File: src/rtl/rxirq_pkg.sv
package rxirq_pkg;
    localparam int unsigned NSTAT = 8;

    localparam int unsigned B_UNL  = 0;
    localparam int unsigned B_SFE  = 1;
    localparam int unsigned B_VAL  = 2;
    localparam int unsigned B_FS   = 3;
    localparam int unsigned B_NPCM = 4;
    localparam int unsigned B_AUD  = 5;
    localparam int unsigned B_CS   = 6;
    localparam int unsigned B_Q    = 7;

    typedef struct packed {
        logic [NSTAT-1:0] mask0;
        logic [NSTAT-1:0] mask1;
        logic [1:0]       hold;
    } cfg_t;

    localparam cfg_t CFG_RESET = '{mask0: 8'h80, mask1: 8'h80, hold: 2'd1};

    function automatic int unsigned hold_len(input logic [1:0] sel, input int unsigned base);
        return base << sel;
    endfunction
endpackage

File: src/rtl/rxirq_hold.sv
module rxirq_hold #(
    parameter int unsigned HOLD_BASE = 512
) (
    input  logic       clk,
    input  logic       rst,
    input  logic       tick,
    input  logic       err,
    input  logic [1:0] sel,
    output logic       held
);
    localparam int unsigned MAXN = HOLD_BASE * 8;
    localparam int unsigned CW   = $clog2(MAXN) + 1;

    logic [CW-1:0] cnt;

    always_ff @(posedge clk) begin
        if (rst)
            cnt <= '0;
        else if (err)
            cnt <= CW'(rxirq_pkg::hold_len(sel, HOLD_BASE));
        else if (tick && cnt != '0)
            cnt <= cnt - 1'b1;
    end

    assign held = (cnt != '0);
endmodule

File: src/rtl/rxirq_subst.sv
module rxirq_subst #(
    parameter int unsigned W = 24
) (
    input  logic         clk,
    input  logic         rst,
    input  logic         strobe,
    input  logic         bad,
    input  logic         unlocked,
    input  logic [W-1:0] din,
    output logic [W-1:0] dout
);
    logic [W-1:0] last_good;

    always_ff @(posedge clk) begin
        if (rst) begin
            last_good <= '0;
            dout      <= '0;
        end else if (strobe) begin
            if (unlocked)
                dout <= '0;
            else if (bad)
                dout <= last_good;
            else begin
                dout      <= din;
                last_good <= din;
            end
        end
    end
endmodule

File: src/rtl/rxirq_line.sv
module rxirq_line #(
    parameter int unsigned N = 8
) (
    input  logic [N-1:0] stat,
    input  logic [N-1:0] mask,
    input  logic         ovr,
    input  logic         ovr_val,
    output logic         irq
);
    always_comb begin
        if (ovr)
            irq = ovr_val;
        else
            irq = |(stat & ~mask);
    end
endmodule

File: src/rtl/rxirq_ctrl.sv
module rxirq_ctrl
    import rxirq_pkg::*;
#(
    parameter int unsigned W         = 24,
    parameter int unsigned HOLD_BASE = 512
) (
    input  logic             clk,
    input  logic             rst,
    input  logic             frame_tick,
    input  logic             cfg_we,
    input  logic [NSTAT-1:0] cfg_mask0,
    input  logic [NSTAT-1:0] cfg_mask1,
    input  logic [1:0]       cfg_hold,
    input  logic             ev_unlock,
    input  logic             ev_valid,
    input  logic             ev_nonpcm,
    input  logic             ev_audio,
    input  logic             ev_fs_chg,
    input  logic             ev_cs_chg,
    input  logic             ev_q_chg,
    input  logic             stat_rd,
    input  logic             sf_strobe,
    input  logic             sf_err,
    input  logic [W-1:0]     sf_data,
    output logic [NSTAT-1:0] stat_o,
    output logic             irq0,
    output logic             irq1,
    output logic [W-1:0]     sf_out
);
    localparam int unsigned NSTICKY = 3;
    localparam int unsigned NHOLD   = 2;
    localparam int unsigned NLINE   = 2;

    cfg_t cfg_q;
    logic lost_q, valid_q, npcm_q, aud_q;

    always_ff @(posedge clk) begin
        if (rst)
            cfg_q <= CFG_RESET;
        else if (cfg_we)
            cfg_q <= '{mask0: cfg_mask0, mask1: cfg_mask1, hold: cfg_hold};
    end

    always_ff @(posedge clk) begin
        if (rst) begin
            lost_q  <= 1'b0;
            valid_q <= 1'b0;
            npcm_q  <= 1'b0;
            aud_q   <= 1'b0;
        end else begin
            lost_q  <= ev_unlock;
            valid_q <= ev_valid;
            npcm_q  <= ev_nonpcm;
            aud_q   <= ev_audio;
        end
    end

    // sticky change flags: a set pulse wins over a concurrent read clear
    logic [NSTICKY-1:0] st_set, st_q;
    assign st_set = {ev_q_chg, ev_cs_chg, ev_fs_chg};

    for (genvar i = 0; i < NSTICKY; i++) begin : g_sticky
        always_ff @(posedge clk) begin
            if (rst)
                st_q[i] <= 1'b0;
            else
                st_q[i] <= st_set[i] | (st_q[i] & ~stat_rd);
        end
    end

    // error hold stretchers: index 0 lock loss, index 1 subframe error
    logic [NHOLD-1:0] h_err, h_held;
    assign h_err = {sf_strobe & sf_err, ev_unlock};

    for (genvar i = 0; i < NHOLD; i++) begin : g_hold
        rxirq_hold #(.HOLD_BASE(HOLD_BASE)) u_hold (
            .clk  (clk),
            .rst  (rst),
            .tick (frame_tick),
            .err  (h_err[i]),
            .sel  (cfg_q.hold),
            .held (h_held[i])
        );
    end

    always_comb begin
        stat_o         = '0;
        stat_o[B_UNL]  = h_held[0];
        stat_o[B_SFE]  = h_held[1];
        stat_o[B_VAL]  = valid_q;
        stat_o[B_FS]   = st_q[0];
        stat_o[B_NPCM] = npcm_q;
        stat_o[B_AUD]  = aud_q;
        stat_o[B_CS]   = st_q[1];
        stat_o[B_Q]    = st_q[2];
    end

    logic [NSTAT-1:0] l_mask [NLINE];
    logic [NLINE-1:0] l_ovr_val, l_irq;
    assign l_mask[0]    = cfg_q.mask0;
    assign l_mask[1]    = cfg_q.mask1;
    assign l_ovr_val[0] = stat_o[B_UNL] | stat_o[B_SFE];
    assign l_ovr_val[1] = stat_o[B_NPCM] | stat_o[B_AUD];

    for (genvar i = 0; i < NLINE; i++) begin : g_line
        rxirq_line #(.N(NSTAT)) u_line (
            .stat    (stat_o),
            .mask    (l_mask[i]),
            .ovr     (lost_q),
            .ovr_val (l_ovr_val[i]),
            .irq     (l_irq[i])
        );
    end

    assign irq0 = l_irq[0];
    assign irq1 = l_irq[1];

    rxirq_subst #(.W(W)) u_subst (
        .clk      (clk),
        .rst      (rst),
        .strobe   (sf_strobe),
        .bad      (sf_err),
        .unlocked (ev_unlock),
        .din      (sf_data),
        .dout     (sf_out)
    );
endmodule

File: config.mk
export PLATFORM = sky130hd
export DESIGN_NAME = rxirq_ctrl
export DESIGN_NICKNAME = d
export VERILOG_FILES = /design/src/rtl/rxirq_pkg.sv /design/src/rtl/rxirq_hold.sv /design/src/rtl/rxirq_subst.sv /design/src/rtl/rxirq_line.sv /design/src/rtl/rxirq_ctrl.sv
export SDC_FILE = /design/constraint.sdc
export NUM_CORES = 1
export LEC_CHECK = 0
export BUFFER_PORTS_ARGS = -buffer_cell sky130_fd_sc_hd__buf_4
export CAP_MARGIN = 20
export CORE_ASPECT_RATIO = 1.75
export CORE_UTILIZATION = 35
export DETAILED_ROUTE_END_ITERATION = 16
export PLACE_DENSITY = 0.64
export SYNTH_ARGS = -nofsm -noshare
export SYNTH_HDL_FRONTEND = slang
export SYNTH_SLANG_ARGS = --single-unit
File: constraint.sdc
create_clock -name clk -period 1.9 [get_ports clk]
set_input_delay 0 -clock clk [delete_from_list [all_inputs] [get_ports clk]]
set_output_delay 0 -clock clk [all_outputs]
set_load 0.01 [all_outputs]
==> key figures, run 1 <==
Run status
  – Outcome: finished with violations
  – Failing checks: negative setup slack

Die
  – Area of the die: between 0.01 and 0.015 sq mm
  – Num ports: 90
  – Die height: approximately 150 um
  – CORE AREA: between 0.01 and 0.015 sq mm
  – Initial Util: between 30% and 40%
  – Die width: 87.1 um
  – Site Rows: 54

Clocking
  – H-Tree Depth: 3
  – CTS root buf: clkbuf_16
  – Worst-Skew Late Latency: between 0.3 and 0.4 ns
  – Total CTS buffers: 9
  – Clock-pin slew on the worst setup and hold paths: approximately 0.07 ns
  – CTS tree: yes
  – CTS sink count: 99
  – Worst-case clock buffer depth: 2

Cells and area
  – Fillers: about 1200
  – Area growth, synth to finish: 46.1%
  – Non-Filler Instances: 865
  – Final #Nets: approximately 750
  – Layout cell share with drive strength beyond 1: between 30% and 40%
  – Post-Layout Inst Area: 0.00648 sq mm

Drt
  – Final wirelength: 12.6 mm
  – DRT iter0 DRCs: ~180
  – Antenna viol nets, final: 0
  – Vias per cell: around 5.0
  – Via count: around 4400
  – First drt pass iteration count: 8
  – Routed length per instance: approximately 15 um
  – DRC violations left: 0

Placed design
  – HPWL after DPL: between 8 and 9 mm
  – Placed cells: 788
  – Placed inst area: roughly 0.0055 sq mm
  – Port bufs: between 80 and 90
  – Post-place setup slack: -0.122 ns
  – Routability congestion estimate: 0.843

Logic synthesis
  – Flop and latch count out of synthesis: 99
  – Yosys warns: 0
  – Post-synth cell types: between 50 and 60
  – Main synth FF type: dfxtp_1
  – Syn Std Cell Area: between 0.004 and 0.005 sq mm
  – Yosys top cell by area: dfxtp_1
  – Syn Inst Count: between 500 and 600
  – Synth top area share: 44.7%
  – Syn_nets: approximately 580
  – Synthesized area per cell: about 8.5 sq um
  – Post-synthesis sequential area ratio: 44.7%
  – Asr flop ratio synth: 0%
  – Post-synth EDFFs: 0
  – Top area cells in the synthesized netlist: dfxtp_1 (45%), a21oi_1 (7.7%), mux2_2 (6.1%), nor2_1 (5.5%), nand2_1 (5.2%)

Global route
  – Largest net degree at the start of global routing: 43
  – Remaining Overflow, GRT: 0
  – Initial antenna violation count: 0
  – Global Route Usage Sum: 19.8%
  – Number of global-route vias before repair: between 4000 and 5000
  – First-pass GRT wire length: slightly above 20 mm

Timing
  – Period utilisation layout: 123%
  – Post-route minimum period: around 2.3 ns
  – RSZ-0062 raised after global routing: yes
  – Setup Viol. Count Final: 9
  – Relative slew slack: 38.2%
  – Worst Clk Skew: roughly 0.0066 ns
  – Hold Vio Cnt, Final: 0
  – Worst slew pin tran: 0.927 ns
  – Slew Limit Fails: 0
  – Fmax achieved: around 430 MHz
  – Final worst slack: -0.437 ns

Setup path
  – Critical Path Fanout Max: 3
  – Endpoint class of the critical path: primary output
  – Worst Path Arrival: 2.34 ns
  – Startpoint types: flip-flop
  – Type of the worst setup path: reg -> out
  – Worst EP required: approximately 1.9 ns

Power
  – Max VDD drop: between 500 and 600 uV
  – PD cells: about 960 mW/mm^2
  – Leakage: between 2 and 3 nW

Run
  – Max_cap viols: 0

Worst hold path
  – Min-delay worst type: in -> reg
-- what timing repair did --
| item | in CTS | in global routing |
|---|---|---|
| hold buffers | 51 | 0 |
| buffers inserted | 6 | 3 |
| pin swaps | 13 | 12 |
| hold endpoints to repair | 49 | 0 |
| endpoints found under the setup margin | 12 | 20 |
| gates resized for setup | 26 | 13 |
| gates cloned | 1 | 0 |
-- layer usage --
metal / part of all wire [%] / GRT usage, %
met1: 38 / 20.4
met5: 0 / 0
met2: 56 / 36.9
met4: 3.3 / 11.3
met3: 3.1 / 3.16
-- cells by family after synthesis --
family,share of synthesized area [%]
muxes,10.2
and+or+nand+nor,24.2
adders and majority gates,0.564
DFF,44.7
AOI/OAI and AO/OA,14.9
xor gates and xnor gates,0.790
buffers and inverters,4.74
-- final timing paths --
| path | end | cells past startpoint | startpoint | slack (ns) |
|---|---|---|---|---|
| worst min register to register | u_subst.last_good[11] | 2 | u_subst.last_good[11] | 0.45 |
| worst min-delay path | stat_o[6] | 4 | stat_rd | 0.03 |
| worst max-delay path | irq0 | 5 | g_hold[1].u_hold.cnt[7] | -0.44 |
| worst max register to register | g_hold[1].u_hold.cnt[9] | 6 | g_hold[1].u_hold.cnt[0] | -0.32 |
-- per-stage QoR --
step                TNS, ns  hold slack [ns]  power (mW)  util (%)
finish                -1.39           0.0350        6.21      52.1
global route          -2.12           0.0679        6.51      52.1
CTS                   -1.20           0.0195        6.14      51.6
detailed placement   -0.781            0.211        4.01      44.0
global placement     -0.150            0.205        3.97      44.0
floorplan           -0.0767            0.117        3.32         -
-- report_power, final --
part           switching (mW)  internal (mW)
clock network           0.840          0.936
registers               0.113           2.23
logic                   0.976           1.12
-- critical path, cell delays in order, from the launching register on --
cell and delay [ns]:
dfxtp_1 0.31, or4_4 0.57, nor4_4 0.32, a21boi_1 0.11
or4_4 0.54, buf_6 0.14
-- flip-flops by register name (all words and copies together), names as in the netlist --
| name | flops |
|---|---|
| aud_q | 1 |
| cfg_q | 18 |
| g_hold.u_hold.cnt | 26 |
| lost_q | 1 |
| npcm_q | 1 |
| stat_o | 3 |
| u_subst.dout | 24 |
| u_subst.last_good | 24 |
| valid_q | 1 |
-- final cells by class --
type	count	area (sq um)	share of cell area, %
multi-input combinational	374	2350	36.3
inverter	19	73.8	1.14
timing repair buffer	188	1570	24.2
antenna	1	2.50	0.0386
clock buffer	10	239	3.69
sequential	99	1990	30.7
tap	168	210	3.25
clock inverter	6	46.3	0.715
-- layout by cell type, fill, tap and decap left out, types with 9 or more instances in the layout --
| master | n |
|---|---|
| a21oi_1 | 66 |
| buf_4 | 130 |
| clkbuf_16 | 9 |
| dfxtp_1 | 95 |
| dlygate4sd3_1 | 51 |
| inv_1 | 15 |
| mux2_2 | 24 |
| mux2i_1 | 18 |
| nand2_1 | 62 |
| nor2_1 | 65 |
| nor2b_1 | 32 |
-- cell usage after synthesis (all sizes together) (3+ instances only) --
cell	n
dfxtp	99
a21oi	68
nor2	65
nand2	62
nor2b	33
mux2	24
clkbuf	23
inv	18
mux2i	18
o21ai	10
buf	9
or3	9
nand3	8
or4	8
nor4	7
nand2b	6
xnor2	4
a211oi	3
a31oi	3
nand4	3
o311ai	3
o31ai	3
o41ai	3
or2	3
Power figures use the tool's default switching activity.
==> inputs of run 2 (changes only) <==
Settings changed: CORE_ASPECT_RATIO 1.75 to 0.9.
==> run 2 against run 1 <==
The flow still finishes with violations (negative setup slack). Hold slack better by 0.0086 ns. Die area is 0.13% lower. Combinational power down 5%. Clock-buffer cell count unchanged. Clock power rose by 15%. Clock skew shrank 0.0011 ns. Flip-flop and latch count did not move. Global-route usage is 0.63 points lower. Power grew 2.8%. Critical path depth grew 2. Sequential share of layout area barely moved. Utilization is 0.93 points higher.
==> key figures, run 2 (synthesis gave the netlist of run 1 again) <==
Setup path
  – Worst EP required: 1.90 ns (about the same)
  – CP Launch Point: g_hold[1].u_hold.cnt[0] (was g_hold[1].u_hold.cnt[7])
  – Startpoint types: flip-flop (unchanged)
  – Endpoint class of the critical path: primary output (unchanged)
  – Worst r2r dst: g_hold[1].u_hold.cnt[9] (unchanged)
  – Worst reg2reg setup slack: -0.18 ns (was -0.32 ns)
  – Reg2reg path depth: 5 (was 6)
  – Worst r2r src: g_hold[1].u_hold.cnt[1] (was g_hold[1].u_hold.cnt[0])
  – Worst Path Arrival: 2.32 ns (was 2.34 ns)
  – Critical Path Fanout Max: 2 (was 3)
  – Type of the worst setup path: reg -> out (unchanged)
  – Critical Path End: irq0 (unchanged)

Power
  – Final Total Pwr: 6.39 mW (was 6.21 mW)
  – Leakage: 2.74 nW (was 2.73 nW)
  – PD cells: 985 mW/mm^2 (was 959 mW/mm^2)
  – Max VDD drop: 705 uV (was 576 uV)

Drt
  – First drt pass iteration count: 4 (was 8)
  – Via count: 4270 (was 4366)
  – Routed length per instance: 14.3 um (was 14.6 um)
  – Final wirelength: 12.2 mm (was 12.6 mm)
  – Antenna viol nets, final: 0 (unchanged)
  – DRC violations left: 0 (unchanged)
  – Vias per cell: 5.01 (was 5.05)
  – DRT iter0 DRCs: 153 (was 182)

Timing
  – Fmax achieved: 431 MHz (was 428 MHz)
  – Hold Vio Cnt, Final: 0 (unchanged)
  – Period utilisation layout: 122% (was 123%)
  – Setup TNS: -1.84 ns (was -1.39 ns)
  – Relative slew slack: 63.6% (was 38.2%)
  – Worst slew pin tran: 0.542 ns (was 0.927 ns)
  – RSZ-0062 raised after global routing: yes (unchanged)
  – Setup Viol. Count Final: 12 (was 9)
  – Worst hold slack: 0.0436 ns (was 0.0350 ns)
  – Worst Clk Skew: 0.00553 ns (was 0.00663 ns)
  – Slew Limit Fails: 0 (unchanged)
  – Post-route minimum period: 2.32 ns (was 2.34 ns)
  – Final worst slack: -0.422 ns (was -0.437 ns)

Placed design
  – HPWL after DPL: 7.88 mm (was 8.38 mm)
  – Port bufs: 89 (unchanged)
  – Placed inst area: 0.00546 sq mm (was 0.00548 sq mm)
  – Routability congestion estimate: 0.807 (was 0.843)
  – Placed cells: 776 (was 788)
  – Post-place setup slack: -0.156 ns (was -0.122 ns)

Cells and area
  – Area of the multi-input gates: 0.00232 sq mm (was 0.00235 sq mm)
  – Antenna diode count: 0 (was 1)
  – Max FFs per register: 26 (unchanged)
  – Area growth, synth to finish: 46.2% (was 46.1%)
  – Final core utilization: 53.0% (was 52.1%)
  – Sequential cell area: 0.00199 sq mm (about the same)
  – Commonest non-fill, non-tap cells in the layout: buf_4 (124), dfxtp_1 (93), a21oi_1 (68) (was buf_4 (130), dfxtp_1 (95), a21oi_1 (66))
  – Fillers: 1118 (was 1156)
  – Most flops, register: g_hold.u_hold.cnt (unchanged)
  – Largest regs: g_hold.u_hold.cnt x26, u_subst.dout x24, u_subst.last_good x24 (unchanged)
  – Non-Filler Instances: 852 (was 865)
  – Most common cell after layout, fill and taps aside: buf_4 (unchanged)
  – Layout cell share with drive strength beyond 1: 29.3% (was 30.6%)
  – Final #Nets: 745 (was 749)
  – Post-Layout Inst Area: 0.00648 sq mm (about the same)

Die
  – Die height: 109 um (was 151 um)
  – CORE AREA: 0.0122 sq mm (was 0.0124 sq mm)
  – Site Rows: 38 (was 54)
  – Area of the die: 0.0131 sq mm (about the same)
  – Die width: 121 um (was 87.1 um)
  – Initial Util: 36.3% (was 35.7%)
  – Num ports: 90 (unchanged)

Global route
  – Met3 Track Usage GR: 5.49% (was 3.16%)
  – Met1 usage: 24.1% (was 20.4%)
  – First-pass GRT wire length: 20.0 mm (was 20.5 mm)
  – Met2 GRT Util: 31.6% (was 36.9%)
  – GRT Max-Usage Layer: met2 (unchanged)
  – Remaining Overflow, GRT: 0 (unchanged)
  – Largest net degree at the start of global routing: 49 (was 43)
  – Number of global-route vias before repair: 4182 (was 4456)
  – Global Route Usage Sum: 19.1% (was 19.8%)
  – Initial antenna violation count: 0 (unchanged)

Clocking
  – Total CTS buffers: 9 (unchanged)
  – CTS tree: yes (unchanged)
  – Worst-case clock buffer depth: 2 (unchanged)
  – CTS root buf: clkbuf_16 (unchanged)
  – H-Tree Depth: 3 (unchanged)
  – Clock-pin slew on the worst setup and hold paths: 0.07 ns (about the same)
  – Worst-Skew Late Latency: 0.35 ns (about the same)
  – CTS sink count: 99 (unchanged)

Run status
  – Outcome: finished with violations (unchanged)
  – Failing checks: negative setup slack (unchanged)

Run
  – Max_cap viols: 0 (unchanged)

Worst hold path
  – Worst hold path depth: 2 (was 4)
  – Min-delay worst type: in -> reg (unchanged)
## run 2: how the worst min path moves through the flow
stage	startpoint	end	slack [ns]
after floorplan	ev_fs_chg	stat_o[3]	0.12
after global placement	ev_fs_chg	stat_o[3]	0.21
after detailed placement	ev_fs_chg	stat_o[3]	0.22
after CTS	rst	cfg_q[10]	0.03
after global routing	rst	cfg_q[2]	0.04
final	rst	cfg_q[1]	0.04
## run 2: timing repair
action,CTS,global route
hold buffers,52,0
gates cloned,1,0
endpoints found under the hold margin,51,0
gates resized for setup,20,18
pin swaps,7,12
endpoints found under the setup margin,10,17
buffers inserted,7,2
## run 2: power by group
part | internal, mW | switching [mW]
Combinational | 1.07 | 0.928
Sequential | 2.23 | 0.112
Clock | 1.19 | 0.863
## run 2: layer usage
layer  vias up  wire (um)
met4         0        169
li1       2141          -
met2       102       5850
met3        17        564
met5         -          0
met1      2010       5600
## run 2: cell type report
type,count,area share [%]
repair buffers,184,24.1
clock inverters,6,1.66
well taps,160,3.09
multi-input cells,374,35.8
clock buffers,10,3.53
flip-flops and latches,99,30.7
inverters,19,1.14
## run 2: worst max-delay path, cell delays in order (launching register included)
cell      delay, ns
dfxtp_2        0.32
inv_2          0.07
ha_4           0.14
or3b_4         0.39
nor4_4         0.28
a21boi_1       0.09
or4_4          0.54
buf_6          0.14
